<file path="src/rtl/fsr_pkg.sv">
// Package: shared types of the output fault response sequencer.
// Assumes a 2-bit action field at bits [4:3] of every response code.
package fsr_pkg;
    localparam int NFAULT = 3;
    localparam int CODE_W = 5;
    localparam int NSEL_W = 3;
    localparam int FI_OV  = 0;
    localparam int FI_UV  = 1;
    localparam int FI_OC  = 2;

    typedef enum logic [1:0] {
        ACT_IGNORE = 2'd0,
        ACT_LATCH  = 2'd1,
        ACT_RETRY  = 2'd2,
        ACT_PULLDN = 2'd3
    } act_e;

    typedef enum logic [1:0] {
        ST_OFF     = 2'd0,
        ST_RUN     = 2'd1,
        ST_LATCHED = 2'd2,
        ST_RETRY   = 2'd3
    } state_e;
endpackage

</file>
<file path="src/rtl/fsr_deglitch.sv">
// Deglitch filter for one fault flag.
// Counts microsecond ticks while the flag is high and reports the fault
// once the count reaches n_sel*DGL_TICKS. The count restarts whenever the
// flag is low. With n_sel=0 the flag passes straight through.
module fsr_deglitch #(
    parameter int DGL_TICKS = 10,
    parameter int NW        = 3
) (
    input  logic          clk,
    input  logic          rst_n,
    input  logic          tick_us,
    input  logic          flag,
    input  logic [NW-1:0] n_sel,
    output logic          qual
);
    localparam int LIM_MAX = DGL_TICKS * ((1 << NW) - 1);
    localparam int CW      = $clog2(LIM_MAX + 1);

    logic [CW-1:0] cnt;
    logic [CW-1:0] lim;

    // Window length in ticks for the selected step count.
    assign lim = CW'(n_sel) * CW'(DGL_TICKS);

    // Persistence counter, saturating at the window length.
    always_ff @(posedge clk) begin
        if (!rst_n || !flag) begin
            cnt <= '0;
        end else if (tick_us && (cnt < lim)) begin
            cnt <= cnt + 1'b1;
        end
    end

    assign qual = flag && (cnt >= lim);

    // a flag that has just risen cannot qualify when a window is set.
    a_r4_no_early_qual: assert property (@(posedge clk) disable iff (!rst_n)
        ($rose(flag) && (n_sel != '0)) |-> !qual);
endmodule

</file>
<file path="src/rtl/fsr_retry_timer.sv">
// Retry delay timer.
// Loads a delay in milliseconds and counts it down using a microsecond tick
// prescaled by US_PER_MS. done is high while the count is zero.
module fsr_retry_timer #(
    parameter int US_PER_MS = 1000,
    parameter int MS_W      = 17
) (
    input  logic            clk,
    input  logic            rst_n,
    input  logic            tick_us,
    input  logic            load,
    input  logic [MS_W-1:0] load_ms,
    output logic            done
);
    localparam int PRE_W = (US_PER_MS > 1) ? $clog2(US_PER_MS) : 1;
    localparam logic [PRE_W-1:0] PRE_TOP = PRE_W'(US_PER_MS - 1);

    logic [PRE_W-1:0] pre_cnt;
    logic [MS_W-1:0]  ms_cnt;

    // Prescaler and millisecond down-counter.
    always_ff @(posedge clk) begin
        if (!rst_n) begin
            pre_cnt <= '0;
            ms_cnt  <= '0;
        end else if (load) begin
            pre_cnt <= '0;
            ms_cnt  <= load_ms;
        end else if (tick_us && (ms_cnt != '0)) begin
            if (pre_cnt == PRE_TOP) begin
                pre_cnt <= '0;
                ms_cnt  <= ms_cnt - 1'b1;
            end else begin
                pre_cnt <= pre_cnt + 1'b1;
            end
        end
    end

    assign done = (ms_cnt == '0);

    // without a load the remaining delay never grows.
    a_r6_count_down: assert property (@(posedge clk) disable iff (!rst_n)
        !load |=> (ms_cnt <= $past(ms_cnt)));
endmodule

</file>
<file path="src/rtl/fault_resp_seq.sv">
// Output fault response sequencer, one channel.
// Filters the overvoltage, undervoltage and overcurrent flags and applies
// each fault's response code (ignore / latch off / retry / pull-down only).
// Drives the gate enables with an overvoltage crowbar that no code overrides
// and a reverse-current cutoff held for the rest of the overvoltage event.
// Assumes tick_us is a single-cycle pulse and all inputs are synchronous.
module fault_resp_seq
    import fsr_pkg::*;
#(
    parameter int US_PER_MS    = 1000,
    parameter int MIN_RETRY_MS = 120,
    parameter int DGL_TICKS    = 10,
    parameter int RETRY_W      = 17
) (
    input  logic               clk,
    input  logic               rst_n,
    input  logic               tick_us,
    input  logic               run_en,
    input  logic               clr_i,
    input  logic               ov_cmp,
    input  logic               uv_cmp,
    input  logic               oc_cmp,
    input  logic               rev_lim,
    input  logic [CODE_W-1:0]  ov_code,
    input  logic [CODE_W-1:0]  uv_code,
    input  logic [CODE_W-1:0]  oc_code,
    input  logic [RETRY_W-1:0] retry_ms,
    output logic               top_en,
    output logic               bot_en,
    output logic               running,
    output logic [NFAULT-1:0]  fault_sts,
    output logic               alert
);
    localparam logic [RETRY_W-1:0] MIN_MS = RETRY_W'(MIN_RETRY_MS);

    state_e              state, nxt;
    logic [NFAULT-1:0]   flag_v, qual_v, latch_v, retry_v, report_v;
    logic [CODE_W-1:0]   code_v [NFAULT];
    logic [RETRY_W-1:0]  retry_eff;
    logic                tmr_load, tmr_done;
    logic                rev_cut_q, cut_now;

    assign flag_v        = {oc_cmp, uv_cmp, ov_cmp};
    assign code_v[FI_OV] = ov_code;
    assign code_v[FI_UV] = uv_code;
    assign code_v[FI_OC] = oc_code;

    // Per-fault filter and action decode.
    for (genvar g = 0; g < NFAULT; g++) begin : g_fault
        act_e act;
        assign act = act_e'(code_v[g][CODE_W-1:CODE_W-2]);

        fsr_deglitch #(
            .DGL_TICKS (DGL_TICKS),
            .NW        (NSEL_W)
        ) u_dgl (
            .clk     (clk),
            .rst_n   (rst_n),
            .tick_us (tick_us),
            .flag    (flag_v[g]),
            .n_sel   (code_v[g][NSEL_W-1:0]),
            .qual    (qual_v[g])
        );

        assign latch_v[g] = qual_v[g] && (act == ACT_LATCH);
        assign retry_v[g] = qual_v[g] && (act == ACT_RETRY);

        if (g == FI_OV) begin : g_ov_rep
            assign report_v[g] = flag_v[g];
        end else begin : g_other_rep
            assign report_v[g] = latch_v[g] | retry_v[g];
        end
    end

    // Floor on the programmed retry delay.
    assign retry_eff = (retry_ms < MIN_MS) ? MIN_MS : retry_ms;

    fsr_retry_timer #(
        .US_PER_MS (US_PER_MS),
        .MS_W      (RETRY_W)
    ) u_tmr (
        .clk     (clk),
        .rst_n   (rst_n),
        .tick_us (tick_us),
        .load    (tmr_load),
        .load_ms (retry_eff),
        .done    (tmr_done)
    );

    // Next-state and timer-load decode; latch-off outranks retry.
    always_comb begin
        nxt      = state;
        tmr_load = 1'b0;
        if (!run_en) begin
            nxt = ST_OFF;
        end else begin
            unique case (state)
                ST_OFF:     nxt = ST_RUN;
                ST_RUN: begin
                    if (|latch_v) begin
                        nxt = ST_LATCHED;
                    end else if (|retry_v) begin
                        nxt      = ST_RETRY;
                        tmr_load = 1'b1;
                    end
                end
                ST_LATCHED: if (clr_i) nxt = ST_RUN;
                ST_RETRY:   if (tmr_done) nxt = ST_RUN;
                default:    nxt = ST_OFF;
            endcase
        end
    end

    // State register.
    always_ff @(posedge clk) begin
        if (!rst_n) state <= ST_OFF;
        else        state <= nxt;
    end

    // Reverse-current cutoff memory, released when overvoltage clears.
    assign cut_now = ov_cmp && (rev_lim || rev_cut_q);
    always_ff @(posedge clk) begin
        if (!rst_n) rev_cut_q <= 1'b0;
        else        rev_cut_q <= cut_now;
    end

    // Sticky status: a new report wins over a clear.
    always_ff @(posedge clk) begin
        if (!rst_n) fault_sts <= '0;
        else        fault_sts <= (clr_i ? '0 : fault_sts) | report_v;
    end

    // Gate outputs with the overvoltage override.
    assign running = (state == ST_RUN);
    assign top_en  = running && !ov_cmp;
    assign bot_en  = ov_cmp ? !cut_now : running;
    assign alert   = |fault_sts;

    // the high side is never enabled during overvoltage.
    a_r8_crowbar_top_off: assert property (@(posedge clk) disable iff (!rst_n)
        ov_cmp |-> !top_en);
    // reverse limit during overvoltage opens both switches.
    a_r9_rev_cut: assert property (@(posedge clk) disable iff (!rst_n)
        (ov_cmp && rev_lim) |-> (!top_en && !bot_en));
    // latch-off holds without a clear or an enable drop.
    a_r5_latch_hold: assert property (@(posedge clk) disable iff (!rst_n)
        (state == ST_LATCHED && run_en && !clr_i) |=> (state == ST_LATCHED));
    // latch request while running always ends in latch-off.
    a_r12_latch_wins: assert property (@(posedge clk) disable iff (!rst_n)
        (state == ST_RUN && run_en && (|latch_v)) |=> (state == ST_LATCHED));
    // status bits stay set without a clear.
    a_r11_sticky: assert property (@(posedge clk) disable iff (!rst_n)
        !clr_i |=> ((fault_sts & $past(fault_sts)) == $past(fault_sts)));
    // any report raises the alert on the next cycle.
    a_r11_alert_set: assert property (@(posedge clk) disable iff (!rst_n)
        (|report_v) |=> alert);
    // with nothing to act on, a running channel keeps running.
    a_r3_stay_run: assert property (@(posedge clk) disable iff (!rst_n)
        (state == ST_RUN && run_en && !(|latch_v) && !(|retry_v)) |=> running);
endmodule

</file>
<file path="config.mk">
export PLATFORM = sky130hd
export DESIGN_NAME = fault_resp_seq
export DESIGN_NICKNAME = d
export VERILOG_FILES = /design/src/rtl/fsr_pkg.sv /design/src/rtl/fsr_deglitch.sv /design/src/rtl/fsr_retry_timer.sv /design/src/rtl/fault_resp_seq.sv
export SDC_FILE = /design/constraint.sdc
export NUM_CORES = 1
export LEC_CHECK = 0
export BUFFER_PORTS_ARGS = -buffer_cell sky130_fd_sc_hd__buf_2
export CAP_MARGIN = 20
export CORE_ASPECT_RATIO = 1.5
export CORE_MARGIN = 3
export CORE_UTILIZATION = 40
export DETAILED_ROUTE_END_ITERATION = 16
export SYNTH_ARGS = -nofsm -noshare
export SYNTH_HDL_FRONTEND = slang
export SYNTH_SLANG_ARGS = --single-unit
</file>
<file path="constraint.sdc">
create_clock -name clk -period 2.9 [get_ports clk]
set_input_delay 0.145 -clock clk [delete_from_list [all_inputs] [get_ports clk]]
set_output_delay 0.145 -clock clk [all_outputs]
set_load 0.005 [all_outputs]
</file>
==> run summary, run 1 <==
HP Class -> in2reg
largest net degree at the start of global routing -> 37
status -> complete, no violations
DRT Wirelength -> 7.972 mm
family with the most delay on the worst path -> adder cells
crit end category -> flip-flop
Die H -> 121.8 um
vias in the first global route -> 2978
clock sinks -> 54
Fill cells -> 848
worst path bufs/invs -> 3
Fin. Hold Viols -> 0
number of diodes -> 0
Max clock buf depth -> 2
RSZ-0062 raised after global routing -> no
post-CTS sizing -> 0
CTS tree -> done
share of layout cells above drive strength 1 -> 17.54%
drt wl/cell -> 14.16 um
Starting Density -> 41.73%
fmax -> 386.8 MHz
# rows -> 41
Crit-path slowest cell -> o311a_1
Synth cell types -> 54
max_cap viols -> 0
Congestion Overflow GR -> 0
Skew-Pair Late Insertion Delay -> 0.29 ns
fin crit share -> 89.14%
H-tree Lvls -> 2
post-DP HPWL -> 6.150 mm
post-synthesis cell area -> 3575 sq um
Synth area leaders -> dfxtp_1 30%, ha_1 11%, xor2_1 5.6%
GPL Wtd Cong -> 0.8003
P_leak -> 1.742 nW
Util after Layout -> 47.83%
Period minus WS final -> 2.585 ns
maximum vdd drop -> 216.2 uV
post-synth top area cell -> dfxtp_1
Post-CTS Hold Buffers -> 0
CP max stage delay -> 0.34 ns
most common cell in the synthesized netlist -> dfxtp_1
initial antenna violation count -> 0
Worst-Margin Slew -> 0.7568 ns
DRT iter0 DRCs -> 105
Syn. warnings -> 0
number of nets in the layout -> 528
DRC -> 0
type of the worst setup path -> in2reg
Crit path required time -> 3.12 ns
#FFs+latches synth -> 54
Via density -> 5.359
final cell count without fillers -> 563
Yosys top cell area share -> 30.24%
relative slew slack -> 49.08%
Global Route Usage Sum -> 16.25%
PwrDens -> 373.4 nW/um^2
WP data arrival -> 2.80 ns
Top FF cell, synth -> dfxtp_1
Syn Area/Cell -> 8.826 sq um
Cells after Synth -> 405
I/O pin count -> 48
TritonCTS buffer count -> 5
final slew viol count -> 0
Die ar. -> 10130 sq um
Post-Place Cells -> 555
Clock Skew -> 0.006199 ns
synth cell count leaders -> 54 x dfxtp_1, 32 x ha_1, 31 x inv_1, 31 x nor2_1, 26 x nand2_1
Antenna Violating Nets Remaining -> 0
PortBufs -> 47
crit path cell chain -> buf_2 > ha_1 > ha_1 > ha_1 > inv_1 > ha_1 > nand4_1 > a31oi_1 > o21ai_0 > o311a_1 > buf_12 > nor2_8 > mux2i_1
# setup viols final -> 0
first-pass GRT wire length -> 13.65 mm
CP max FO -> 19
clock root cell -> clkbuf_16
most frequent CP cell -> ha_1
drt pass-1 iters -> 4
syn nets -> 478
ys async rst share -> 0%
Core ar. -> 8567 sq um
postcts setup bufs -> 0
Critical Path Start Type -> input port
die width -> 83.19 um
routed vias -> 3017
Clock transition at path regs -> 0.07 ns
post-synthesis sequential area ratio -> 30.24%
Area growth, synth to finish -> 14.63%
Post-synth EDFFs -> 0
## routing by layer
layer	vias up	wire, um	GRT usage [%]	part of all wire [%]
met2	34	4235	30.92	53
met5	-	0	0	0
met1	1417	3464	18.52	43
li1	1564	-	-	-
met4	0	51	3.988	0.64
met3	2	220	3.112	2.8
## sequential cells by signal (all words and copies together) (netlist names)
| signal | cells |
|---|---|
| fault_sts | 3 |
| rev_cut_q | 1 |
| u_tmr.ms_cnt | 17 |
| g_fault.u_dgl.cnt | 21 |
| u_tmr.pre_cnt | 10 |
| state | 2 |
## cell usage in the layout (no fill, tap or decap), types with 7 or more instances in the layout
cell type  count
a211oi_1       7
a21oi_1       13
and2_1         8
buf_2         47
buf_4          7
dfxtp_1       54
ha_1          32
inv_1         31
mux2i_1       11
nand2_1       26
nand3_1       11
nand4_1       16
nor2_1        31
nor3_1        11
o21ai_0       15
o311a_1        8
xnor2_1       18
xor2_1        23
## per-stage QoR
stage,TNS [ns],hold slack (ns),instance area (sq um),setup WS (ns),power [mW]
final,0,0.08384,4098,0.3148,1.530
after global routing,0,0.09755,4098,0.1608,1.608
after CTS,0,0.08372,4098,0.3027,1.553
after detailed placement,-0.0002884,0.3839,3950,-0.0002884,0.9432
after global placement,0,0.3769,3950,0.06976,0.9400
after floorplan,0,0.2835,3575,0.3674,0.8716
## worst min-delay path, cell delays in order
cell and delay [ns]:
buf_2 0.07, nor2_1 0.04, nor2_1 0.08
## cell type report
| cell class | instances | area [sq um] | share of cell area [%] |
|---|---|---|---|
| clock buffer | 7 | 142.6 | 3.481 |
| clock inverter | 1 | 5.005 | 0.1221 |
| inverter | 31 | 116.4 | 2.840 |
| multi-input combinational | 308 | 2311 | 56.40 |
| sequential | 54 | 1081 | 26.38 |
| tap | 107 | 133.9 | 3.267 |
| timing repair buffer | 55 | 307.8 | 7.511 |
## path summary, 6_finish.rpt
path,endpoint,slack (ns),cells after the start,startpoint
min reg2reg,rev_cut_q,0.47,2,rev_cut_q
max reg2reg,u_tmr.pre_cnt[1],0.48,6,u_tmr.ms_cnt[6]
max,u_tmr.ms_cnt[2],0.31,13,uv_code[0]
min,rev_cut_q,0.08,3,rev_lim
## power breakdown
group          internal [mW]  switching [mW]  leakage, nW  total, mW
Clock                  0.343           0.262       0.0739      0.605
Combinational         0.0744          0.0961         1.23      0.171
Sequential             0.748         0.00640        0.436      0.755
Total                   1.17           0.365         1.74       1.53
## cells by family (layout without fill, tap and decap cells)
logic type               after synthesis  in the layout  share of synthesized area [%]
AO/OA/AOI/OAI                         69             69                          13.97
multiplexers                          12             12                          3.500
adder cells (fa/ha/maj)               32             32                          11.20
XOR/XNOR                              41             41                          10.05
AND/OR/NAND/NOR                      154            154                          25.94
flip-flops                            54             54                          30.24
buffers and inverters                 43             94                          5.110
Power figures use the tool's default switching activity.
==> run 2, diff against run 1 <==
ABC_AREA = 1   (was default)
==> run 2 against run 1 <==
Against the previous run: clock skew grew 0.00071 ns; clock-buffer cell count shrank 1; synthesized cell count grew 33%; design area grew 0.34%; critical endpoint is now u_tmr.ms_cnt[9]; sequential power is essentially flat; hold slack lost 0.0071 ns; maximum frequency grew 2.1%.
==> run summary, run 2 <==
status -> complete, no violations
die width -> 83.78 um (+0.72%)
post-synthesis sequential area ratio -> 29.78% (-0.46 points)
syn nets -> 612 (+28%)
post-synthesis mux area share -> 0% (-3.5 points)
fin crit share -> 87.27% (-1.9 points)
r2r startpoint -> g_fault[2].u_dgl.cnt[6]
type of the worst setup path -> in2reg
ys async rst share -> 0% (unchanged)
max reg flops -> 21 (unchanged)
Clock transition at path regs -> 0.07 ns (about the same)
CP max stage delay -> 0.26 ns (-0.08 ns)
Post-DP Area -> 3969 sq um (+0.48%)
worst path bufs/invs -> 3 (unchanged)
top flop regs -> g_fault.u_dgl.cnt: 21 flops, u_tmr.ms_cnt: 17 flops, u_tmr.pre_cnt: 10 flops
Crit-path slowest cell -> ha_1
post-CTS sizing -> 0 (unchanged)
Post-CTS Hold Buffers -> 0 (unchanged)
Post-synth EDFFs -> 0 (unchanged)
CP max FO -> 17 (-2)
Area growth, synth to finish -> 13.27%
Sw Ratio -> 25.09% (+1.3 points)
Tot Pwr -> 1.524 mW (-0.38%)
RSZ-0062 raised after global routing -> no
Cells after Synth -> 539 (+33%)
setup tns final -> 0 ns (unchanged)
post-synth top area cell -> dfxtp_1
GPL Wtd Cong -> 0.8507 (+6.3%)
DRT Wirelength -> 7.975 mm (about the same)
Largest Register -> g_fault.u_dgl.cnt
#FFs+latches synth -> 54 (unchanged)
Comb pwr share -> 11.6% (+0.5 points)
internal cell power -> 1.142 mW (-2.0%)
Util after Layout -> 47.71% (-0.13 points)
maximum vdd drop -> 269.9 uV (+25%)
Hold Crit Depth -> 3 (unchanged)
Hold Path Origin -> rev_lim
Die H -> 122.7 um (+0.73%)
first-pass GRT wire length -> 13.65 mm (unchanged)
Via density -> 4.868 (-9.2%)
Fill cells -> 914 (+7.8%)
Die ar. -> 10280 sq um (+1.4%)
postcts setup bufs -> 0 (unchanged)
final slew viol count -> 0 (unchanged)
DRC -> 0 (unchanged)
Final Cell Area -> 4111 sq um (+0.34%)
R2R cell count -> 14 (+8)
Syn. warnings -> 0 (unchanged)
crit path cell chain -> buf_2 > ha_1 > ha_1 > ha_1 > inv_1 > ha_1 > nand2_1 > nor2_1 > o21ai_1 > nand3_2 > nand3_1 > nand3_2 > nor2_4 > nand2_4 > nand3_4 > inv_2 > nand2_1 > nand2_1
Clk pwr share -> 38.7% (-0.9 points)
post-synthesis simple-gate area fraction -> 34.68% (+8.7 points)
most frequent cells in the layout -> 132 x nand2_1, 84 x inv_1, 63 x nor2_1, 54 x dfxtp_1, 47 x buf_2
CTS tree -> done
Antenna Violating Nets Remaining -> 0 (unchanged)
Yosys top cell area share -> 29.78% (-0.46 points)
Synth Area in XOR/XNOR -> 3.619% (-6.4 points)
Synth cell types -> 41 (-24%)
Critical Path Start Type -> input port
Core ar. -> 8618 sq um (+0.60%)
Post-Place Cells -> 689 (+24%)
fmax -> 395.1 MHz (+2.1%)
WP data arrival -> 2.77 ns (-0.03 ns)
initial antenna violation count -> 0 (unchanged)
Synth area leaders -> dfxtp_1 30%, nand2_1 14%, ha_1 11%
sequential share of power -> 49.7% (+0.4 points)
PortBufs -> 47 (unchanged)
clock sinks -> 54 (unchanged)
most frequent CP cell -> ha_1
HP Class -> in2reg
drt wl/cell -> 11.44 um (-19%)
largest family of logic cells by synthesized area -> simple AND/OR/NAND/NOR gates
Clock Skew -> 0.006908 ns (+0.0007093 ns)
Final Hold Slack -> 0.07677 ns (-0.007073 ns)
family with the most delay on the worst path -> simple AND/OR/NAND/NOR gates
H-tree Lvls -> 2 (unchanged)
# rows -> 41 (unchanged)
Crit. path cell count -> 18 (+5)
Fin. Hold Viols -> 0 (unchanged)
post-synthesis compound-gate area fraction -> 10.55% (-3.4 points)
# setup viols final -> 0 (unchanged)
post-synthesis cell area -> 3630 sq um (+1.5%)
Max clock buf depth -> 2 (unchanged)
Starting Density -> 42.12% (+0.39 points)
final cell count without fillers -> 697 (+24%)
Syn Area/Cell -> 6.734 sq um (-24%)
P_sw -> 382.5 uW (+4.9%)
Crit. Startpoint -> oc_code[0]
I/O pin count -> 48 (unchanged)
synth cell count leaders -> 132 x nand2_1, 84 x inv_1, 63 x nor2_1
clock root cell -> clkbuf_16
Skew-Pair Late Insertion Delay -> 0.29 ns (about the same)
Final WS setup -> 0.3692 ns (+0.05437 ns)
Top FF cell, synth -> dfxtp_1
share of layout cells above drive strength 1 -> 13.39% (-4.2 points)
Congestion Overflow GR -> 0 (unchanged)
drt pass-1 iters -> 4 (unchanged)
most common cell after layout, fill and taps aside -> nand2_1
PwrDens -> 370.8 nW/um^2 (-0.71%)
P_leak -> 2.087 nW (+20%)
Worst-Margin Slew -> 0.4345 ns (-0.3223 ns)
crit end category -> flip-flop
pre-CTS setup slack -> 0.06049 ns (+0.06078 ns)
max_cap viols -> 0 (unchanged)
Global Route Usage Sum -> 16.04% (-0.21 points)
vias in the first global route -> 3185 (+7.0%)
routed vias -> 3393 (+12%)
DRT iter0 DRCs -> 111 (+5.7%)
relative slew slack -> 70.81% (+22 points)
Period minus WS final -> 2.531 ns (-0.05437 ns)
post-DP HPWL -> 6.495 mm (+5.6%)
number of diodes -> 0 (unchanged)
number of nets in the layout -> 662 (+25%)
TritonCTS buffer count -> 5 (unchanged)
Crit path required time -> 3.13 ns (about the same)
most common cell in the synthesized netlist -> nand2_1
largest net degree at the start of global routing -> 19 (-49%)
adder-cell share of the synthesized area -> 11.03% (-0.17 points)
-- run 2: cell types whose count changed after synthesis, sizes merged, moves of 8 or more --
cell	previous run	this run
o311a	8	0
inv	31	87
nand3	11	38
o21ai	17	27
nor2	32	66
mux2i	11	0
xnor2	18	8
xor2	23	7
a21oi	14	26
nand4	16	7
nand2	26	136
-- run 2: cells by family after synthesis --
kind of cell	after synthesis
AOI/OAI and AO/OA	66
adders and majority gates	32
DFF	54
and+or+nand+nor	278
buffers and inverters	94
xor gates and xnor gates	15
-- run 2: power by group through the flow --
stage               sequential, mW  combinational, mW  clock, mW
floorplan                    0.772              0.114          0
CTS                          0.757              0.180      0.614
finish                       0.757              0.178      0.590
global placement             0.774              0.175          0
global route                 0.758              0.209      0.636
detailed placement           0.774              0.179          0
-- run 2: worst paths after layout --
check                    end  slack [ns]
max          u_tmr.ms_cnt[9]        0.37
min                rev_cut_q        0.08
max reg2reg  u_tmr.ms_cnt[9]        0.63
min reg2reg        rev_cut_q        0.46
-- run 2: cell type report --
cell class / count / area [sq um] / area share [%]
multi-input cells: 391 / 2173 / 52.86
flip-flops and latches: 54 / 1081 / 26.29
inverters: 88 / 330.3 / 8.034
repair buffers: 49 / 250.2 / 6.086
well taps: 107 / 133.9 / 3.256
clock buffers: 6 / 128.9 / 3.135
clock inverters: 2 / 13.76 / 0.3348
-- run 2: worst reg2reg max path: stages (launching register included) --
cell and delay [ns]:
dfxtp_1 0.33, ha_1 0.31, nand2_1 0.09, inv_1 0.05, a21oi_2 0.18, nand3_2 0.10
nand3b_1 0.14, nand3_1 0.10, nand2_1 0.13, inv_2 0.08, nand2_4 0.19, nand3_4 0.17
inv_2 0.21, nand2_1 0.08, nand2_1 0.06
-- run 2: routing by layer --
metal | global-route usage (%) | wire [um] | up-vias | part of all wire, %
met4 | 5.131 | 86 | 0 | 1.1
met5 | 0 | 0 | - | 0
met1 | 18.29 | 3450 | 1507 | 43
met2 | 30.13 | 4135 | 58 | 52
met3 | 2.821 | 302 | 6 | 3.8
li1 | - | - | 1822 | -
==> run 3, diff against run 2 <==
ABC_AREA = 0   (was 1)
SYNTH_HIERARCHICAL = 1   (was default)
clock period = 2.55 ns   (was 2.9 ns; I/O delays follow)
==> run 3 against run 2 <==
Against the previous run: the run now ends with setup timing left; sequential share of layout area decreased by 5.6 points; first-iteration DRC count increased by 21%; hold slack got worse by 0.017 ns; non-clock buffer count increased by 52; global-route usage increased by 2.4 points; total power increased by 31%; via count increased by 12%; synthesized area increased by 7.7%; critical path type unchanged; critical endpoint is now u_tmr/ms_cnt[4].
==> run summary, run 3 <==
Antenna Violating Nets Remaining -> 0 (unchanged)
max reg flops -> 21 (unchanged)
Global Route Usage Sum -> 18.40% (+2.4 points)
M1 wire length -> 4.226 mm (+22%)
Post-synth EDFFs -> 0 (unchanged)
drt pass-1 iters -> 7 (+3)
Hold Path Origin -> rev_lim
family with the most delay on the worst path -> compound AO/OA/AOI/OAI gates
DRC -> 0 (unchanged)
top flop regs -> g_fault.u_dgl/cnt: 21 flops, u_tmr/ms_cnt: 17 flops, u_tmr/pre_cnt: 10 flops
Core ar. -> 9361 sq um (+8.6%)
Die H -> 127.1 um (+3.6%)
post-synthesis compound-gate area fraction -> 19.62% (+9.1 points)
DRT Wirelength -> 10.32 mm (+29%)
clock root cell -> clkbuf_16
internal cell power -> 1.498 mW (+31%)
Fill cells -> 864 (-5.5%)
met2 routed WL -> 5.486 mm (+33%)
Largest Register -> g_fault.u_dgl/cnt
Crit. path cell count -> 16 (-2)
# setup viols final -> 15 (+15)
Clock Skew -> 0.01213 ns (+0.005223 ns)
Hold Crit Depth -> 3 (unchanged)
Clk pwr share -> 41.7% (+3.0 points)
failing checks -> setup timing
reg2reg setup slack -> -0.05 ns (-0.68 ns)
synth cell count leaders -> 54 x dfxtp_1, 41 x nand2_1, 32 x ha_1
RSZ-0062 raised after global routing -> yes
Cells after Synth -> 472 (-12%)
setup tns final -> -0.8041 ns (-0.8041 ns)
HP Class -> in2reg
maximum vdd drop -> 272.4 uV (+0.95%)
TritonCTS buffer count -> 5 (unchanged)
Synth area leaders -> dfxtp_1 28%, ha_1 10%, nand2_1 3.9%
most frequent cells in the layout -> 52 x dfxtp_1, 47 x buf_4, 43 x buf_2, 40 x nand2_1, 19 x inv_1
adder-cell share of the synthesized area -> 10.24% (-0.79 points)
CP max stage delay -> 0.52 ns (+0.26 ns)
CTS tree -> done
PwrDens -> 383.1 nW/um^2 (+3.3%)
sequential share of power -> 42.9% (-6.8 points)
Clock transition at path regs -> 0.08 ns (about the same)
Crit path required time -> 2.74 ns (-0.39 ns)
most common cell in the synthesized netlist -> dfxtp_1
WP data arrival -> 2.82 ns (+0.05 ns)
Congestion Overflow GR -> 0 (unchanged)
I/O pin count -> 48 (unchanged)
Final WS setup -> -0.07822 ns (-0.4474 ns)
number of diodes -> 0 (unchanged)
Post-DP Area -> 4740 sq um (+19%)
P_leak -> 2.148 nW (+3.0%)
Synth Area in XOR/XNOR -> 3.361% (-0.26 points)
wire length on met3 -> 428 um (+42%)
routed vias -> 3805 (+12%)
Period minus WS final -> 2.628 ns
Skew-Pair Late Insertion Delay -> 0.30 ns (about the same)
Area growth, synth to finish -> 33.77%
# rows -> 43 (+4.9%)
Crit-path slowest cell -> a222oi_1
post-synthesis cell area -> 3909 sq um (+7.7%)
max_cap viols -> 0 (unchanged)
Syn. warnings -> 6 (+6)
post-DP HPWL -> 7.666 mm (+18%)
Synth cell types -> 61 (+49%)
crit end category -> flip-flop
most frequent CP cell -> ha_4
Fin. Hold Viols -> 0 (unchanged)
final slew viol count -> 0 (unchanged)
H-tree Lvls -> 2 (unchanged)
worst flop-to-flop path endpoint -> u_tmr/ms_cnt[7]
first-pass GRT wire length -> 16.62 mm (+22%)
Final Cell Area -> 5229 sq um (+27%)
Starting Density -> 41.75% (-0.36 points)
Via density -> 5.688 (+17%)
largest family of logic cells by synthesized area -> simple AND/OR/NAND/NOR gates
P_sw -> 505.1 uW (+32%)
share of layout cells above drive strength 1 -> 33.03% (+20 points)
relative slew slack -> 57.37% (-13 points)
clock sinks -> 54 (unchanged)
DRT iter0 DRCs -> 134 (+21%)
R2R cell count -> 13 (-1)
Worst-Margin Slew -> 0.6395 ns (+0.2049 ns)
PortBufs -> 47 (unchanged)
Hold Crit Endpoint -> rev_cut_q
Syn Area/Cell -> 8.281 sq um (+23%)
Critical Path Start Type -> input port
most common cell after layout, fill and taps aside -> dfxtp_1
GPL Wtd Cong -> 0.8866 (+4.2%)
Sw Ratio -> 25.21% (+0.12 points)
drt wl/cell -> 15.42 um (+35%)
worst path bufs/invs -> 4 (+1)
post-synth top area cell -> dfxtp_1
Top Layer Used -> met4
initial antenna violation count -> 0 (unchanged)
ys async rst share -> 0% (unchanged)
Yosys top cell area share -> 27.66% (-2.1 points)
post-synthesis simple-gate area fraction -> 30.19% (-4.5 points)
CP max FO -> 6 (-11)
syn nets -> 545 (-11%)
crit path cell chain -> buf_8 > ha_4 > ha_4 > ha_4 > inv_2 > ha_4 > nand4_4 > o21bai_4 > nand2_1 > o31a_1 > a222oi_1 > nor3b_4 > inv_4 > clkbuf_16 > and4_1 > nor3_2
number of nets in the layout -> 629 (-5.0%)
Max clock buf depth -> 2 (unchanged)
type of the worst setup path -> in2reg
#FFs+latches synth -> 54 (unchanged)
fmax -> 380.5 MHz
post-synthesis mux area share -> 3.329% (+3.3 points)
largest net degree at the start of global routing -> 33 (+14)
Die ar. -> 11020 sq um (+7.2%)
Comb pwr share -> 15.4% (+3.8 points)
die width -> 86.71 um (+3.5%)
vias in the first global route -> 3670 (+15%)
Top FF cell, synth -> dfxtp_1
post-synthesis sequential area ratio -> 27.66% (-2.1 points)
r2r startpoint -> g_fault[1].u_dgl/cnt[3]
status -> finished with violations
fin crit share -> 103.1%
-- run 3: cell count changes in the layout (fill, tap and decap cells not counted), sizes merged, moves of 14 or more --
| cell | change |
|---|---|
| buf | +50 |
| inv | -62 |
| nand2 | -95 |
| nand2b | +18 |
| nand3 | -24 |
| nor2 | -47 |
| nor4 | +14 |
-- run 3: stage by stage --
step	util, %	worst slack, ns	cells	hold WS (ns)	power, mW
global placement	50.63	-0.3802	649	0.3621	1.150
global route	55.85	-0.2316	669	0.06522	2.093
floorplan	-	-0.07214	472	0.2413	1.048
detailed placement	50.63	-0.4034	649	0.3712	1.154
CTS	53.21	-0.04415	660	0.05714	2.000
finish	55.85	-0.07822	669	0.05990	2.003
-- run 3: worst max path at each step --
stage,start,to,slack [ns]
6_report,oc_code[2],u_tmr/ms_cnt[4],-0.08
5_1_grt,oc_code[2],u_tmr/ms_cnt[4],-0.23
4_1_cts,oc_code[0],u_tmr/ms_cnt[11],-0.04
3_5_place_dp,oc_code[0],u_tmr/pre_cnt[6],-0.40
3_3_place_gp,oc_code[0],u_tmr/pre_cnt[9],-0.38
2_1_floorplan,oc_code[0],u_tmr/ms_cnt[11],-0.07
-- run 3: repair_timing --
action	4_1_cts	5_1_grt
endpoints found under the setup margin	23	27
cloned	0	3
setup buffers	3	6
pin swaps	4	22
hold buffers	0	0
resized for setup	10	39
-- run 3: routing by layer --
layer,global-route usage [%],vias to the layer above
li1,-,1918
met1,21.04,1777
met2,34.54,98
met3,2.581,12
met4,5.505,0
met5,0,-
-- run 3: cell type report --
cell class                 count  area [sq um]  area share, %
timing repair buffer         101         740.7          14.17
tap                          112         140.1          2.680
clock buffer                   6         138.9          2.656
clock inverter                 2         38.79         0.7418
sequential                    54          1084          20.72
inverter                      24         92.59          1.771
multi-input combinational    370          2994          57.26
-- run 3: tightest hold or removal path: cells and delay by family --
family / cells / cell delay (ns)
AND/OR/NAND/NOR: 2 / 0.12
buffers and inverters: 1 / 0.07
-- run 3: power groups by stage --
| stage | Combinational [mW] | Sequential, mW | Clock, mW |
|---|---|---|---|
| floorplan | 0.172 | 0.876 | 0 |
| finish | 0.309 | 0.859 | 0.835 |
| CTS | 0.287 | 0.859 | 0.854 |
| global placement | 0.272 | 0.878 | 0 |
| global route | 0.345 | 0.860 | 0.888 |
| detailed placement | 0.276 | 0.878 | 0 |
-- run 3: cells by family (layout without fill, tap and decap cells) --
family	Yosys count	after routing
AOI/OAI and AO/OA	116	116
muxes	13	13
and+or+nand+nor	194	194
xor gates and xnor gates	15	15
adders and majority gates	32	32
DFF	54	54
buffers and inverters	48	133
